File: src/rtl/txd_pkg.sv
// Shared definitions for the transmit descriptor chain walker.
// Assumes 32-bit memory words and byte addressing (word = 4 bytes).
package txd_pkg;
    localparam int WORD_W   = 32;
    localparam int OWN_BIT  = 31;   // flags: 1 = engine owns the record
    localparam int IEN_BIT  = 2;    // flags: per-record interrupt enable
    localparam int CP_BIT   = 19;   // status: frame complete
    localparam int INT_BIT  = 16;   // status: interrupt raised
    localparam int IDX_W    = 2;    // word index inside a record

    localparam logic [IDX_W-1:0] W_FLAGS = 2'd0;
    localparam logic [IDX_W-1:0] W_BUF   = 2'd1;
    localparam logic [IDX_W-1:0] W_STAT  = 2'd2;
    localparam logic [IDX_W-1:0] W_NEXT  = 2'd3;

    typedef enum logic [3:0] {
        ST_IDLE,
        ST_RD_FLAGS,
        ST_RD_BUF,
        ST_RD_STAT,
        ST_RD_NEXT,
        ST_SEND,
        ST_WR_STAT,
        ST_WR_FLAGS
    } walk_state_t;
endpackage

File: src/rtl/txd_kick_tracker.sv
// Remembers one poll-demand kick that arrives while a walk is running.
// Assumes: start and consume are single-cycle strobes from the walker.
module txd_kick_tracker (
    input  logic clk,
    input  logic rst_n,
    input  logic tx_enable,
    input  logic kick,
    input  logic busy,
    input  logic start,
    input  logic consume,
    output logic pending
);
    // Pending flag: set by a kick during a walk, cleared when used or disabled.
    always_ff @(posedge clk) begin
        if (!rst_n) begin
            pending <= 1'b0;
        end else if (!tx_enable) begin
            pending <= 1'b0;
        end else if (start || consume) begin
            pending <= 1'b0;
        end else if (kick && busy) begin
            pending <= 1'b1;
        end
    end
endmodule

File: src/rtl/txd_wb_merge.sv
// Builds the two write-back words of a finished record.
// Assumes flags and status hold the values read from that record.
module txd_wb_merge
    import txd_pkg::*;
(
    input  logic [WORD_W-1:0] flags_in,
    input  logic [WORD_W-1:0] stat_in,
    output logic [WORD_W-1:0] flags_wb,
    output logic [WORD_W-1:0] stat_wb
);
    localparam logic [WORD_W-1:0] CP_MASK  = WORD_W'(1) << CP_BIT;
    localparam logic [WORD_W-1:0] INT_MASK = WORD_W'(1) << INT_BIT;
    localparam logic [WORD_W-1:0] OWN_MASK = WORD_W'(1) << OWN_BIT;

    // Status gets completion, plus interrupt when the record asks for it.
    always_comb begin
        stat_wb = stat_in | CP_MASK;
        if (flags_in[IEN_BIT]) begin
            stat_wb = stat_wb | INT_MASK;
        end
    end

    // Flags keep every bit except ownership, which returns to software.
    always_comb begin
        flags_wb = flags_in & ~OWN_MASK;
    end
endmodule

File: src/rtl/txd_walk_fsm.sv
// Sequencer that reads records, hands off frames, writes back and follows links.
// Assumes a memory port that may take any number of cycles to acknowledge,
// and a frame sender that pulses frm_done once per frame.
module txd_walk_fsm
    import txd_pkg::*;
#(
    parameter int LEN_W = 16
) (
    input  logic              clk,
    input  logic              rst_n,
    input  logic              tx_enable,
    input  logic              kick,
    input  logic              pending,
    input  logic              list_load,
    input  logic [WORD_W-1:0] list_base,
    input  logic              mem_ack,
    input  logic [WORD_W-1:0] mem_rdata,
    input  logic              frm_done,
    input  logic [WORD_W-1:0] flags_wb,
    input  logic [WORD_W-1:0] stat_wb,
    output logic              busy,
    output logic              start,
    output logic              consume,
    output logic              mem_req,
    output logic              mem_we,
    output logic [WORD_W-1:0] mem_addr,
    output logic [WORD_W-1:0] mem_wdata,
    output logic              frm_valid,
    output logic [WORD_W-1:0] frm_addr,
    output logic [LEN_W-1:0]  frm_len,
    output logic [WORD_W-1:0] cur_desc,
    output logic [WORD_W-1:0] flags_q,
    output logic [WORD_W-1:0] stat_q,
    output logic              txcp_pulse,
    output logic              txintr_pulse,
    output logic              tdu_pulse
);
    walk_state_t       state;
    logic [WORD_W-1:0] cur_q, buf_q, next_q;
    logic [IDX_W-1:0]  word_idx;

    // Strobes that the kick tracker needs.
    always_comb begin
        busy    = (state != ST_IDLE);
        start   = (state == ST_IDLE) && tx_enable && !list_load && (kick || pending);
        consume = (state == ST_RD_FLAGS) && mem_ack && !mem_rdata[OWN_BIT]
                  && pending && tx_enable;
    end

    // Main sequencer: state, captured record words, pointer and event pulses.
    always_ff @(posedge clk) begin
        if (!rst_n) begin
            state        <= ST_IDLE;
            cur_q        <= '0;
            buf_q        <= '0;
            next_q       <= '0;
            flags_q      <= '0;
            stat_q       <= '0;
            txcp_pulse   <= 1'b0;
            txintr_pulse <= 1'b0;
            tdu_pulse    <= 1'b0;
        end else begin
            txcp_pulse   <= 1'b0;
            txintr_pulse <= 1'b0;
            tdu_pulse    <= 1'b0;
            case (state)
                ST_IDLE: begin
                    if (list_load) begin
                        cur_q <= list_base;
                    end else if (start) begin
                        state <= ST_RD_FLAGS;
                    end
                end
                ST_RD_FLAGS: begin
                    if (mem_ack) begin
                        flags_q <= mem_rdata;
                        if (mem_rdata[OWN_BIT]) begin
                            state <= ST_RD_BUF;
                        end else if (!consume) begin
                            tdu_pulse <= 1'b1;
                            state     <= ST_IDLE;
                        end
                    end
                end
                ST_RD_BUF: begin
                    if (mem_ack) begin
                        buf_q <= mem_rdata;
                        state <= ST_RD_STAT;
                    end
                end
                ST_RD_STAT: begin
                    if (mem_ack) begin
                        stat_q <= mem_rdata;
                        state  <= ST_RD_NEXT;
                    end
                end
                ST_RD_NEXT: begin
                    if (mem_ack) begin
                        next_q <= mem_rdata;
                        state  <= ST_SEND;
                    end
                end
                ST_SEND: begin
                    if (frm_done) begin
                        state <= ST_WR_STAT;
                    end
                end
                ST_WR_STAT: begin
                    if (mem_ack) begin
                        state <= ST_WR_FLAGS;
                    end
                end
                ST_WR_FLAGS: begin
                    if (mem_ack) begin
                        cur_q        <= next_q;
                        txcp_pulse   <= 1'b1;
                        txintr_pulse <= flags_q[IEN_BIT];
                        state        <= tx_enable ? ST_RD_FLAGS : ST_IDLE;
                    end
                end
                default: state <= ST_IDLE;
            endcase
        end
    end

    // Word index of the access the current state performs.
    always_comb begin
        case (state)
            ST_RD_BUF:   word_idx = W_BUF;
            ST_RD_STAT:  word_idx = W_STAT;
            ST_WR_STAT:  word_idx = W_STAT;
            ST_RD_NEXT:  word_idx = W_NEXT;
            default:     word_idx = W_FLAGS;
        endcase
    end

    // Memory port and frame hand-off driven from state.
    always_comb begin
        mem_req   = (state == ST_RD_FLAGS) || (state == ST_RD_BUF) ||
                    (state == ST_RD_STAT)  || (state == ST_RD_NEXT) ||
                    (state == ST_WR_STAT)  || (state == ST_WR_FLAGS);
        mem_we    = (state == ST_WR_STAT) || (state == ST_WR_FLAGS);
        mem_addr  = cur_q + {{(WORD_W-IDX_W-2){1'b0}}, word_idx, 2'b00};
        mem_wdata = (state == ST_WR_STAT) ? stat_wb : flags_wb;
        frm_valid = (state == ST_SEND);
        frm_addr  = buf_q;
        frm_len   = stat_q[LEN_W-1:0];
        cur_desc  = cur_q;
    end
endmodule

File: src/rtl/txd_chain_walker.sv
// Top of the transmit descriptor chain walker: ties the sequencer, the
// write-back merge and the kick tracker together.
// Assumes one memory word port and one frame sender port.
module txd_chain_walker
    import txd_pkg::*;
#(
    parameter int LEN_W = 16
) (
    input  logic              clk,
    input  logic              rst_n,
    input  logic              tx_enable,
    input  logic              poll_kick,
    input  logic              list_load,
    input  logic [WORD_W-1:0] list_base,
    output logic              mem_req,
    output logic              mem_we,
    output logic [WORD_W-1:0] mem_addr,
    output logic [WORD_W-1:0] mem_wdata,
    input  logic              mem_ack,
    input  logic [WORD_W-1:0] mem_rdata,
    output logic              frm_valid,
    output logic [WORD_W-1:0] frm_addr,
    output logic [LEN_W-1:0]  frm_len,
    input  logic              frm_done,
    output logic [WORD_W-1:0] cur_desc,
    output logic              txcp_pulse,
    output logic              txintr_pulse,
    output logic              tdu_pulse
);
    logic              busy, start, consume, pending;
    logic [WORD_W-1:0] flags_q, stat_q, flags_wb, stat_wb;

    txd_kick_tracker kick_i (
        .clk       (clk),
        .rst_n     (rst_n),
        .tx_enable (tx_enable),
        .kick      (poll_kick),
        .busy      (busy),
        .start     (start),
        .consume   (consume),
        .pending   (pending)
    );

    txd_wb_merge merge_i (
        .flags_in (flags_q),
        .stat_in  (stat_q),
        .flags_wb (flags_wb),
        .stat_wb  (stat_wb)
    );

    txd_walk_fsm #(.LEN_W(LEN_W)) fsm_i (
        .clk          (clk),
        .rst_n        (rst_n),
        .tx_enable    (tx_enable),
        .kick         (poll_kick),
        .pending      (pending),
        .list_load    (list_load),
        .list_base    (list_base),
        .mem_ack      (mem_ack),
        .mem_rdata    (mem_rdata),
        .frm_done     (frm_done),
        .flags_wb     (flags_wb),
        .stat_wb      (stat_wb),
        .busy         (busy),
        .start        (start),
        .consume      (consume),
        .mem_req      (mem_req),
        .mem_we       (mem_we),
        .mem_addr     (mem_addr),
        .mem_wdata    (mem_wdata),
        .frm_valid    (frm_valid),
        .frm_addr     (frm_addr),
        .frm_len      (frm_len),
        .cur_desc     (cur_desc),
        .flags_q      (flags_q),
        .stat_q       (stat_q),
        .txcp_pulse   (txcp_pulse),
        .txintr_pulse (txintr_pulse),
        .tdu_pulse    (tdu_pulse)
    );
endmodule

File: config.mk
export PLATFORM = sky130hd
export DESIGN_NAME = txd_chain_walker
export DESIGN_NICKNAME = d
export VERILOG_FILES = /design/src/rtl/txd_pkg.sv /design/src/rtl/txd_kick_tracker.sv /design/src/rtl/txd_wb_merge.sv /design/src/rtl/txd_walk_fsm.sv /design/src/rtl/txd_chain_walker.sv
export SDC_FILE = /design/constraint.sdc
export NUM_CORES = 1
export LEC_CHECK = 0
export BUFFER_PORTS_ARGS = -buffer_cell sky130_fd_sc_hd__buf_2
export CAP_MARGIN = 20
export CELL_PAD_IN_SITES_DETAIL_PLACEMENT = 1
export CELL_PAD_IN_SITES_GLOBAL_PLACEMENT = 1
export CORE_AREA = 2 2 149 151
export CTS_CLUSTER_DIAMETER = 80
export CTS_CLUSTER_SIZE = 25
export DETAILED_ROUTE_END_ITERATION = 8
export DIE_AREA = 0 0 151 153
export GPL_TIMING_DRIVEN = 0
export MAX_ROUTING_LAYER = met4
export PLACE_DENSITY = 0.86
export SETUP_SLACK_MARGIN = 0.15
export SYNTH_ARGS = -nofsm -noshare
export SYNTH_HDL_FRONTEND = slang
export SYNTH_HIERARCHICAL = 1
export SYNTH_SLANG_ARGS = --single-unit
export TNS_END_PERCENT = 1
File: constraint.sdc
create_clock -name clk -period 3.1 [get_ports clk]
set_clock_uncertainty 0.15 [all_clocks]
set_input_delay 0.31 -clock clk [delete_from_list [all_inputs] [get_ports clk]]
set_output_delay 0.31 -clock clk [all_outputs]
set_load 0.1 [all_outputs]
==> out/metrics.json <==
{
  "worstPathMaxFanout": 5,
  "clock_tree.root_cell": "sky130_fd_sc_hd__clkbuf_16",
  "netlist_instances": 954,
  "timing.hold.ws_ps": 24.8,
  "cts_hold_buffers": 0,
  "syn2layout_area_growth_pct": 36.6,
  "violated_checks": "negative setup slack",
  "floorplan.core_area_mm2": 0.0215,
  "cp-start-kind": "flop",
  "largest_net_degree_at_the_start_of_global_routing": 17,
  "crit_required_ps": 2640,
  "max_stage_delay_ps": 320,
  "power.ir.vdd_worst_mv": 0.362,
  "final_layout_size_suffix_gt1_share_pct": 37.3,
  "grtUsageTotal_pct": 24.5,
  "drv_slew": 0,
  "clk_latency_ps": 420,
  "wl_per_cell_um": 18.1,
  "fill_cells": 2527,
  "wirelength_um": 27100,
  "routability_driven_placement_congestion_ratio": 0.828,
  "status": "finished, violations left",
  "post-place-cells": 1452,
  "min_period_over_period_pct": 110,
  "critical_path_class": "flop to primary output",
  "postSynthNetCount": 1028,
  "clock_sink_count": 165,
  "ctsLongestPathBuffers": 2,
  "setup_viol_count_final": 21,
  "half_perimeter_wire_length_after_placement_um": 19700,
  "max_clock_freq_ghz": 0.292,
  "postSynthAreaPerCell_um2": 8.54,
  "via_count": 7381,
  "mappedNetlistArea_mm2": 0.00815,
  "hold_violations": 0,
  "tritoncts": "yes",
  "drt_iter0_markers": 292,
  "leakage_power_total_uw": 0.00538,
  "design.final.nets": 1281,
  "placed_inst_area_mm2": 0.00991,
  "final_setup_margin_ps": -323,
  "max-slew-margin-rel_pct": 55.2,
  "cp_data_arrival_time_ps": 2960,
  "cpMaxStageDelayCell": "sky130_fd_sc_hd__dfxtp_2",
  "remaining_drc_errors": 0,
  "clock_pin_slew_on_the_worst_setup_and_hold_paths_ps": 60,
  "die_span_y_um": 153,
  "max-cap-violations": 0,
  "critPathTopFamily": "simple AND/OR/NAND/NOR gates",
  "finalInstanceArea_mm2": 0.0111,
  "grt_setup_unrepaired": "yes",
  "grt_pass1_vias": 7701,
  "port_buffers": 218,
  "worstPathCellList": "buf_8, buf_6, xnor2_4, nor2_2, ha_2, fa_2, and4_4, nor3b_4, buf_12, nand4_1, xnor2_4, buf_12",
  "post_layout_nonfiller_instances": 1501,
  "floorplan.die.width_um": 151,
  "detailedRoute.firstPassIterationCount": 4,
  "critPathCaptureType": "primary output",
  "grt_pass1_wl_um": 42600,
  "setup-tns-final_ps": -3720,
  "cts_inserted_buffers": 17,
  "vias_per_cell": 4.92,
  "tightestPinTransition_ps": 672,
  "die_area_mm2": 0.0231,
  "placementRows": 54,
  "remaining_global_route_overflow": 0,
  "holdCritPathClass": "primary input to flop",
  "final_core_utilization_pct": 51.8,
  "initial_utilization_pct": 37.9,
  "initial_antenna_violation_count": 1,
  "cts_htree_levels": 4,
  "synthesis.yosys.warnings": 6,
  "path_buf_inv": 4,
  "ioPinCount": 221,
  "power-per-cell-area_mw_per_mm2": 566,
  "fin_crit_ps": 3420,
  "route.antenna.remaining_nets": 0
}
## stage by stage
step                power [µW]  setup slack [ps]
floorplan                 3650              -440
global placement          3940              -481
detailed placement        3960              -584
CTS                       6320              -405
global route              6540              -521
finish                    6290              -323
## registers in the layout (all words and copies together) (netlist names), 3 cells and up
| signal | cells |
|---|---|
| fsm_i/stat_q | 31 |
| fsm_i/state | 3 |
| fsm_i/cur_desc | 32 |
| fsm_i/next_q | 32 |
| fsm_i/frm_addr | 32 |
| fsm_i/flags_q | 31 |
## layer usage
layer | vias to the layer above | track usage, % | wire, µm
met4 | 0 | 5.87 | 304
met2 | 171 | 41.7 | 13800
met3 | 23 | 4.75 | 1270
li1 | 3605 | - | -
met1 | 3582 | 30.0 | 11800
met5 | - | - | 0
## power by group
group / internal [µW] / leakage [µW] / switching [µW]
combinational: 445 / 0.00374 / 1280
clock: 1370 / 0.000303 / 878
sequential: 2200 / 0.00134 / 123
## repair_timing
item	CTS	global route
setup buffers	14	1
resized for setup	107	15
pin swaps	8	5
cloned	1	0
hold endpoints to repair	0	0
endpoints found under the setup margin	32	47
## worst register-to-register path: cells and delay by family (launching register included)
kind,cells,cell delay [ps]
buffers and inverters,4,1080
AO/OA/AOI/OAI,1,200
flip-flops,1,310
AND/OR/NAND/NOR,3,390
## final cells by class
cell class | count | area (µm²) | share of cell area, %
inverter | 3 | 11.3 | 0.101
tap | 280 | 350 | 3.15
clock inverter | 13 | 181 | 1.63
buffer | 145 | 927 | 8.33
multi-input combinational | 641 | 4340 | 39.0
antenna | 1 | 2.50 | 0.0225
sequential | 165 | 3300 | 29.7
clock buffer | 19 | 443 | 3.98
timing repair buffer | 234 | 1570 | 14.1
## path summary, 6_finish.rpt
kind | startpoint | end | slack [ps] | cells after the start
worst min register to register | fsm_i/frm_addr[26] | fsm_i/frm_addr[26] | 300 | 2
worst min-delay path | mem_rdata[0] | fsm_i/flags_q[0] | 20 | 3
worst max-delay path | fsm_i/state[2] | mem_addr[26] | -320 | 12
worst max register to register | fsm_i/state[1] | fsm_i/frm_addr[3] | 880 | 8
## cells in the final DEF, fill, tap and decap left out, types with 2 or more instances in the layout
| master | count |
|---|---|
| sky130_fd_sc_hd__nor2b_1 | 3 |
| sky130_fd_sc_hd__mux2i_1 | 32 |
| sky130_fd_sc_hd__clkinv_2 | 4 |
| sky130_fd_sc_hd__and4_1 | 3 |
| sky130_fd_sc_hd__clkinvlp_4 | 2 |
| sky130_fd_sc_hd__nand2b_1 | 3 |
| sky130_fd_sc_hd__and2_1 | 4 |
| sky130_fd_sc_hd__o211a_1 | 32 |
| sky130_fd_sc_hd__buf_8 | 7 |
| sky130_fd_sc_hd__buf_4 | 98 |
| sky130_fd_sc_hd__bufinv_16 | 4 |
| sky130_fd_sc_hd__nor3_1 | 5 |
| sky130_fd_sc_hd__clkbuf_4 | 2 |
| sky130_fd_sc_hd__xnor2_2 | 14 |
| sky130_fd_sc_hd__and3_1 | 5 |
| sky130_fd_sc_hd__buf_2 | 208 |
| sky130_fd_sc_hd__a21o_1 | 2 |
| sky130_fd_sc_hd__nand2_1 | 302 |
| sky130_fd_sc_hd__nand2_2 | 3 |
| sky130_fd_sc_hd__nor2_2 | 3 |
| sky130_fd_sc_hd__nor2_1 | 8 |
| sky130_fd_sc_hd__nand3_1 | 10 |
| sky130_fd_sc_hd__buf_12 | 15 |
| sky130_fd_sc_hd__o21ai_0 | 2 |
| sky130_fd_sc_hd__a21boi_0 | 120 |
| sky130_fd_sc_hd__mux2_2 | 32 |
| sky130_fd_sc_hd__a21boi_1 | 8 |
| sky130_fd_sc_hd__conb_1 | 2 |
| sky130_fd_sc_hd__buf_6 | 12 |
| sky130_fd_sc_hd__dfxtp_1 | 164 |
| sky130_fd_sc_hd__clkbuf_1 | 37 |
| sky130_fd_sc_hd__clkbuf_16 | 17 |
| sky130_fd_sc_hd__nand4_1 | 9 |
| sky130_fd_sc_hd__xnor2_4 | 11 |
| sky130_fd_sc_hd__xor2_4 | 2 |
| sky130_fd_sc_hd__clkinv_4 | 3 |
| sky130_fd_sc_hd__a21oi_1 | 2 |
| sky130_fd_sc_hd__inv_1 | 3 |
| sky130_fd_sc_hd__nand3_2 | 3 |
Note: power is estimated with default switching activity, not from simulation.
